**config.mk**
```make
export PLATFORM = sky130hd
export DESIGN_NAME = dbg_vis_ctrl
export DESIGN_NICKNAME = d
export VERILOG_FILES = /design/src/rtl/dbg_vis_pkg.sv /design/src/rtl/dbg_mode_latch.sv /design/src/rtl/dbg_vis_reg.sv /design/src/rtl/dbg_bus_drive.sv /design/src/rtl/dbg_fetch_strobe.sv /design/src/rtl/dbg_vis_ctrl.sv
export SDC_FILE = /design/constraint.sdc
export NUM_CORES = 1
export LEC_CHECK = 0
export CORE_AREA = 3 3 40 42
export CTS_CLUSTER_SIZE = 25
export DETAILED_ROUTE_END_ITERATION = 8
export DIE_AREA = 0 0 43 45
export DONT_BUFFER_PORTS = 1
export PLACE_DENSITY = 0.48
export SKIP_LAST_GASP = 1
export SYNTH_ARGS = -nofsm -noshare
export SYNTH_HDL_FRONTEND = slang
export SYNTH_SLANG_ARGS = --single-unit
```
**constraint.sdc**
```tcl
create_clock -name clk -period 2.5 [get_ports clk]
set_clock_uncertainty 0.05 [all_clocks]
set_input_delay 0.5 -clock clk [delete_from_list [all_inputs] [get_ports clk]]
set_output_delay 0.5 -clock clk [all_outputs]
set_load 0.05 [all_outputs]
```
**src/rtl/dbg_vis_pkg.sv**
```systemverilog
package dbg_vis_pkg;

   typedef enum logic [1:0] {
      MODE_BOOT   = 2'b00,
      MODE_TEST   = 2'b01,
      MODE_SINGLE = 2'b10,
      MODE_EXPAND = 2'b11
   } op_mode_e;

   function automatic logic mode_is_special(input logic [1:0] m);
      return (m == MODE_BOOT) || (m == MODE_TEST);
   endfunction

endpackage

```
**src/rtl/dbg_mode_latch.sv**
```systemverilog
module dbg_mode_latch
   import dbg_vis_pkg::*;
(
   input  logic       clk,
   input  logic       rst_n,
   input  logic [1:0] mode_i,
   output logic       special_o
);
   logic special_q;

   always_ff @(posedge clk) begin
      if (!rst_n) special_q <= mode_is_special(mode_i);
   end

   assign special_o = special_q;

   // latched mode is frozen once reset has been released
   p_mode_hold_r2: assert property (@(posedge clk) disable iff (!rst_n)
      $past(rst_n) |-> $stable(special_q));

endmodule

```
**src/rtl/dbg_vis_reg.sv**
```systemverilog
module dbg_vis_reg
   import dbg_vis_pkg::*;
#(
   parameter bit DERIV_NEW = 1'b1
)(
   input  logic clk,
   input  logic rst_n,
   input  logic rst_special_i,
   input  logic special_i,
   input  logic wr_i,
   input  logic wbit_i,
   output logic vis_o
);
   logic vis_q;
   logic lock_q;
   logic set_perm;
   logic set_ok;

   generate
      if (DERIV_NEW) begin : g_new
         assign set_perm = 1'b1;
      end else begin : g_old
         assign set_perm = special_i;
         // older derivative never turns the bit on in a normal mode
         p_old_no_set_r8: assert property (@(posedge clk) disable iff (!rst_n)
            (!special_i && !vis_q) |=> !vis_q);
      end
   endgenerate

   assign set_ok = !lock_q && set_perm;

   always_ff @(posedge clk) begin
      if (!rst_n) begin
         vis_q  <= rst_special_i;
         lock_q <= 1'b0;
      end else if (wr_i) begin
         if (!wbit_i) begin
            vis_q  <= 1'b0;
            lock_q <= 1'b1;
         end else if (set_ok) begin
            vis_q  <= 1'b1;
         end
      end
   end

   assign vis_o = vis_q;

   // locked means off, and the lock never falls outside reset
   p_lock_off_r7: assert property (@(posedge clk) disable iff (!rst_n)
      lock_q |-> !vis_q);
   p_lock_sticky_r7: assert property (@(posedge clk) disable iff (!rst_n)
      lock_q |=> lock_q);
   // a zero write always lands
   p_clear_r7: assert property (@(posedge clk) disable iff (!rst_n)
      (wr_i && !wbit_i) |=> !vis_o);
   // permitted set lands
   p_set_r9: assert property (@(posedge clk) disable iff (!rst_n)
      (wr_i && wbit_i && !lock_q && set_perm) |=> vis_o);

endmodule

```
**src/rtl/dbg_bus_drive.sv**
```systemverilog
module dbg_bus_drive #(
   parameter int DATA_W  = 8,
   parameter bit REG_OUT = 1'b1
)(
   input  logic              clk,
   input  logic              rst_n,
   input  logic              vis_i,
   input  logic              int_rd_i,
   input  logic              rw_i,
   input  logic [DATA_W-1:0] data_i,
   output logic              drv_en_o,
   output logic [DATA_W-1:0] data_o
);
   logic              drv_c;
   logic [DATA_W-1:0] data_c;

   always_comb begin
      drv_c  = rst_n && vis_i && int_rd_i && rw_i;
      data_c = drv_c ? data_i : '0;
   end

   generate
      if (REG_OUT) begin : g_reg
         logic              drv_q;
         logic [DATA_W-1:0] data_q;
         always_ff @(posedge clk) begin
            if (!rst_n) begin
               drv_q  <= 1'b0;
               data_q <= '0;
            end else begin
               drv_q  <= drv_c;
               data_q <= data_c;
            end
         end
         assign drv_en_o = drv_q;
         assign data_o   = data_q;

         // visible internal read shows up next cycle with its data
         p_drive_data_r4: assert property (@(posedge clk) disable iff (!rst_n)
            (vis_i && int_rd_i && rw_i) |=> (drv_en_o && data_o == $past(data_i)));
         // bit off means quiet bus
         p_quiet_r5: assert property (@(posedge clk) disable iff (!rst_n)
            !vis_i |=> (!drv_en_o && data_o == '0));
         // no drive after external or write cycles
         p_no_drive_r6: assert property (@(posedge clk) disable iff (!rst_n)
            (!int_rd_i || !rw_i) |=> !drv_en_o);
      end else begin : g_comb
         assign drv_en_o = drv_c;
         assign data_o   = data_c;
      end
   endgenerate

endmodule

```
**src/rtl/dbg_fetch_strobe.sv**
```systemverilog
module dbg_fetch_strobe #(
   parameter bit REG_OUT = 1'b1
)(
   input  logic clk,
   input  logic rst_n,
   input  logic fetch_i,
   output logic strobe_n_o
);
   generate
      if (REG_OUT) begin : g_reg
         logic strobe_n_q;
         always_ff @(posedge clk) begin
            if (!rst_n) strobe_n_q <= 1'b1;
            else        strobe_n_q <= !fetch_i;
         end
         assign strobe_n_o = strobe_n_q;

         // low exactly in the cycle after an opcode fetch
         p_strobe_low_r3: assert property (@(posedge clk) disable iff (!rst_n)
            fetch_i |=> !strobe_n_o);
         p_strobe_high_r3: assert property (@(posedge clk) disable iff (!rst_n)
            !fetch_i |=> strobe_n_o);
      end else begin : g_comb
         assign strobe_n_o = !(rst_n && fetch_i);
      end
   endgenerate

endmodule

```
**src/rtl/dbg_vis_ctrl.sv**
```systemverilog
module dbg_vis_ctrl
   import dbg_vis_pkg::*;
#(
   parameter int DATA_W    = 8,
   parameter bit REG_OUT   = 1'b1,
   parameter bit DERIV_NEW = 1'b1
)(
   input  logic              clk,
   input  logic              rst_n,
   input  logic [1:0]        mode_i,
   input  logic              cfg_we_i,
   input  logic              cfg_wbit_i,
   input  logic              fetch_i,
   input  logic              int_rd_i,
   input  logic              rw_i,
   input  logic [DATA_W-1:0] int_data_i,
   output logic              bus_drv_en_o,
   output logic [DATA_W-1:0] bus_data_o,
   output logic              instr_strobe_n_o,
   output logic              cfg_rbit_o
);
   generate
      if (DATA_W < 1 || DATA_W > 64) begin : g_bad_width
         $error("dbg_vis_ctrl: DATA_W must lie in 1..64");
      end
   endgenerate

   logic special;
   logic vis;

   dbg_mode_latch u_mode (
      .clk       (clk),
      .rst_n     (rst_n),
      .mode_i    (mode_i),
      .special_o (special)
   );

   dbg_vis_reg #(.DERIV_NEW(DERIV_NEW)) u_vis (
      .clk           (clk),
      .rst_n         (rst_n),
      .rst_special_i (mode_is_special(mode_i)),
      .special_i     (special),
      .wr_i          (cfg_we_i),
      .wbit_i        (cfg_wbit_i),
      .vis_o         (vis)
   );

   dbg_bus_drive #(.DATA_W(DATA_W), .REG_OUT(REG_OUT)) u_drive (
      .clk      (clk),
      .rst_n    (rst_n),
      .vis_i    (vis),
      .int_rd_i (int_rd_i),
      .rw_i     (rw_i),
      .data_i   (int_data_i),
      .drv_en_o (bus_drv_en_o),
      .data_o   (bus_data_o)
   );

   dbg_fetch_strobe #(.REG_OUT(REG_OUT)) u_strobe (
      .clk        (clk),
      .rst_n      (rst_n),
      .fetch_i    (fetch_i),
      .strobe_n_o (instr_strobe_n_o)
   );

   assign cfg_rbit_o = vis;

   // reset value tracks the mode pins seen during reset
   p_reset_val_r1: assert property (@(posedge clk)
      !rst_n |=> (cfg_rbit_o == mode_is_special($past(mode_i))));

endmodule

```
Word level (Yosys, flattened, before mapping)
Index checks and enable logic that the tools add are counted.
{ "classes": {"add_sub_neg": 0, "n_mul": 0, "div_mod_pow": 0, "order_cmp": 0, "eq_ne": 3, "n_shift": 0, "n_mux": 4, "bitwise_logic": 1, "reduce_logical": 9} }
{ "ops": {"columns": ["operator", "count"], "rows": [
  ["AND reduction 2 bit", 3],
  ["2-to-1 mux 1 bit", 4],
  ["logical AND 1 bit", 3],
  ["inequality test 3 bit, second input constant", 1],
  ["== test 2 x 1 -> 1 bit, second input constant", 1],
  ["logical NOT 2 bit", 1],
  ["inequality test 2 x 1 -> 1 bit, second input constant", 1],
  ["logical NOT 1 bit", 1],
  ["logical OR 1 bit", 1],
  ["NOT 1 bit", 1]
]} }
{ "totals": {"ff_bits": 12, "latch_bits": 0, "ramBits": 0, "romBits": 0, "input_bits": 17, "out_inout_bits": 11, "wordCells": 22, "n_memories": 0} }

Longest topological paths before layout
{ "depth": {"ltp_word": 4, "mapped_depth": 3, "mapped_depth_nobuf": 2} }

Cells and area by module
From an unflattened synthesis, not the netlist that was laid out.
{ "unflattened": {"hier_cells": 32, "area_unflattened_um2": 427.9} }
{ "by_module_without_submodules": {"columns": ["module", "n_inst", "cells_per_inst", "area_per_inst_um2", "seq_area_each_um2"], "rows": [
  ["dbg_bus_drive", 1, 19, 270.3, 180.2],
  ["dbg_vis_reg", 1, 7, 92.6, 50.0],
  ["dbg_mode_latch", 1, 3, 37.5, 30.0],
  ["dbg_fetch_strobe", 1, 2, 23.8, 20.0],
  ["dbg_vis_ctrl", 1, 1, 3.8, 0.0]
]} }

Least setup slack after synthesis
Ideal clock, no wire load.
{ "synth_timing": {"path_type": "flip-flop to flip-flop", "startpoint": "register u_vis.vis_q (netlist: u_vis.vis_o)", "endpoint": "register u_drive.g_reg.data_q[0] (netlist: u_drive.data_o[0])", "setup_ns": 0.116, "t_arrival_ns": 1.121, "t_required_ns": 2.334, "setup_slack_ns": 1.213, "path_stages_with_launch": 4, "path_buffers": 1, "synth_period_minus_slack_ns": 1.287, "cell_sequence": "edfxtp_1 and4_1 buf_6 and2_2"} }
{ "synth_between": {"elab_chain_cells": 4} }
{ "synth_lines": {"columns": ["element", "line_no", "text"], "rows": [
  ["start: declaration", "dbg_vis_reg.sv:14", "logic vis_q;"],
  ["start signal: assignment", "dbg_vis_reg.sv:34", "vis_q <= rst_special_i;"],
  ["logical AND 1 bit (3 in a row)", "dbg_bus_drive.sv:18", "drv_c = rst_n && vis_i && int_rd_i && rw_i;"],
  ["AND reduction 2 bit (no line)", null, null],
  ["end signal: assignment", "dbg_bus_drive.sv:32", "data_q <= data_c;"],
  ["end: declaration", "dbg_bus_drive.sv:25", "logic [DATA_W-1:0] data_q;"]
]} }
No other way between the ends.
A chain may end at the register's enable or synchronous reset.

Worst setup path in the final report
{ "layout_timing": {"startpoint": "register u_vis.vis_q (netlist: u_vis.vis_o)", "endpoint": "output port cfg_rbit_o"} }
{ "layout_lines": {"columns": ["element", "line_no", "text"], "rows": [
  ["end: declaration", "dbg_vis_ctrl.sv:20", "output logic cfg_rbit_o"]
]} }
No word-level cell between the ends.

==> impl_metrics.py <==
metrics = {
    "setup_path": {
        "reg2reg_to": "u_drive.data_o[2]",
        "crit_path_end_kind": "output pin",
        "arrival_ns": 0.92,
        "r2r_cells": 2,
        "critPathLaunchType": "register",
        "reg2reg_from": "u_vis.vis_o",
        "rrSetupSlack_ns": 1.18,
        "critPathKind": "reg -> out",
        "critPathMaxFanout": 2,
        "cp.required_ns": 1.95,
    },
    "synth": {
        "ys_ff_latch": 12,
        "yosysSeqAreaShare_pct": 68.3,
        "synthCells": 29,
        "yosysWarnings": 0,
        "synth_cell_types": 11,
        "synth_commonest_cells": "dfxtp_1, and2_2, and2_1, nand2_1",
        "async_flop_share_pct": 0,
        "synth_nets": 46,
        "avgSynthCellArea_um2": 12.6,
        "yosys.area.top_type": "dfxtp_1",
        "synth-main-ff-cell": "dfxtp_1",
        "synth_top_area_share_pct": 60.1,
        "synth_edf_count": 1,
        "synthesis.area_um2": 367,
        "synthTopCellsByArea": "dfxtp_1, and2_2, edfxtp_1",
        "synth_most_common_cell": "dfxtp_1",
    },
    "floorplanning": {
        "rows": 13,
        "die_w_um": 43,
        "io-pin-count": 28,
        "die_area_um2": 1940,
        "die_y_um": 45,
        "start_util_pct": 28.5,
        "design.core.area_um2": 1280,
    },
    "route": {
        "num_vias": 203,
        "finalWirelength_um": 570,
        "viasPerCell": 4.32,
        "antenna_left": 0,
        "drc_errors": 0,
        "avgRoutedWirePerCell_um": 12.1,
        "first_iter_violations": 0,
        "dr.pass1.iters": 1,
    },
    "global_route": {
        "grt_pass1_wl_um": 848,
        "grt_max_degree": 10,
        "grtUsageTotal_pct": 6.62,
        "antenna_found_initial": 0,
        "grt_pass1_vias": 207,
        "overflow": 0,
    },
    "timing": {
        "maxSlewHeadroom_pct": 67.5,
        "worst_pin_slew_ns": 0.488,
        "fin_ws_ns": 1.03,
        "period_needed_ns": 1.47,
        "fin_tns_setup_ns": 0,
        "slew_violations": 0,
        "rsz0062_at_grt": "no",
        "fmax_mhz": 682,
        "whs_ns": 0.247,
        "setup_viol": 0,
        "fin_crit_sh_pct": 58.7,
        "hold_viol_final": 0,
    },
    "cells_and_area": {
        "fillers": 134,
        "utilization_pct": 31.9,
        "layout.nets": 50,
        "synthToLayoutAreaGrowth_pct": 11.9,
        "drive_gt1_share_pct": 31.3,
        "antenna_cells": 0,
    },
    "power": {
        "p_leak_nw": 0.170,
        "power_density_nw_per_um2": 912,
        "p_total_mw": 0.374,
        "vdd_drop_max_uv": 388,
    },
    "clock_network": {
        "cts_tree": "built",
        "root_buffer": "clkbuf_4",
        "clkTransAtPathRegs_ns": 0.07,
        "clockBufferDepth": 2,
        "cts_buffers": 3,
        "cts_repair_resize_count": 0,
        "h-tree-depth": 1,
        "clk-insertion-delay-late_ns": 0.26,
        "cts_setup_buffers": 0,
        "cts.sinks": 12,
        "holdBufCountCts": 0,
    },
    "worst_hold_path": {
        "hold_depth": 1,
        "holdCritStartpoint": "rst_n",
        "min_path_type": "in -> reg",
        "whs_endpoint": "u_strobe.strobe_n_o",
    },
    "placement": {
        "gp_congestion": 0.584,
        "io_buffers": 0,
        "dp_slack_ns": 1.15,
    },
    "job": {
        "maxCapViolCount": 0,
    },
    "run_status": {
        "status": "finished clean",
    },
}
## layer usage
layer	global-route usage, %	part of all wire (%)	up-vias
met5	0	0	-
met4	3.61	0	0
met3	7.57	19	0
met2	9.58	52	17
met1	5.41	28	88
li1	-	-	98
## worst max path at each step
stage / from / endpoint / slack (ns) / cells after the start
2_1_floorplan: u_vis.vis_o / u_drive.data_o[0] / 1.21 / 3
3_3_place_gp: u_vis.vis_o / u_drive.data_o[7] / 1.18 / 2
3_5_place_dp: u_vis.vis_o / u_drive.data_o[7] / 1.15 / 2
4_1_cts: u_vis.vis_o / cfg_rbit_o / 1.00 / 0
5_1_grt: u_vis.vis_o / cfg_rbit_o / 0.98 / 0
6_report: u_vis.vis_o / cfg_rbit_o / 1.03 / 0
## sequential cells by signal (all words and copies together) (netlist names)
signal / cells
u_vis.lock_q: 1
u_drive.drv_en_o: 1
u_drive.data_o: 8
u_strobe.strobe_n_o: 1
u_vis.vis_o: 1
## cells in the final DEF (no fill, tap or decap)
master / synthesis / final
a21bo_2: 1 / 1
clkbuf_4: 0 / 3
o21a_1: 1 / 1
and2_2: 5 / 5
nor2b_1: 1 / 1
o21ai_0: 1 / 1
and2_1: 3 / 3
and4_1: 1 / 1
clkbuf_8: 0 / 1
nand2_1: 3 / 3
dfxtp_1: 11 / 11
edfxtp_1: 1 / 1
## final cells by class
class / count / area, um2 / area share [%]
well taps: 15 / 18.8 / 4.57
multi-input cells: 16 / 105 / 25.6
clock buffers: 4 / 36.3 / 8.84
flip-flops and latches: 12 / 250 / 61.0
## where the power goes
part           internal (mW)  switching [mW]  leakage [nW]
Clock                 0.0884          0.0574        0.0210
Combinational        0.00474         0.00268        0.0487
Sequential             0.200          0.0208        0.0998
Total                  0.293          0.0809         0.170
## through the flow
step | area (um2) | instances
6_report | 410 | 47
5_1_grt | 410 | 47
3_3_place_gp | 374 | 43
4_1_cts | 410 | 47
3_5_place_dp | 374 | 43
2_1_floorplan | 367 | 29
## kinds of logic (layout without fill, tap and decap cells)
kind of cell    after synthesis  after routing  synth area share [%]
simple gates                 13             13                  22.5
flops                        12             12                  68.3
compound gates                3              3                  6.14
buf+inv                       1              4                  3.07
Power figures use the tool's default switching activity.
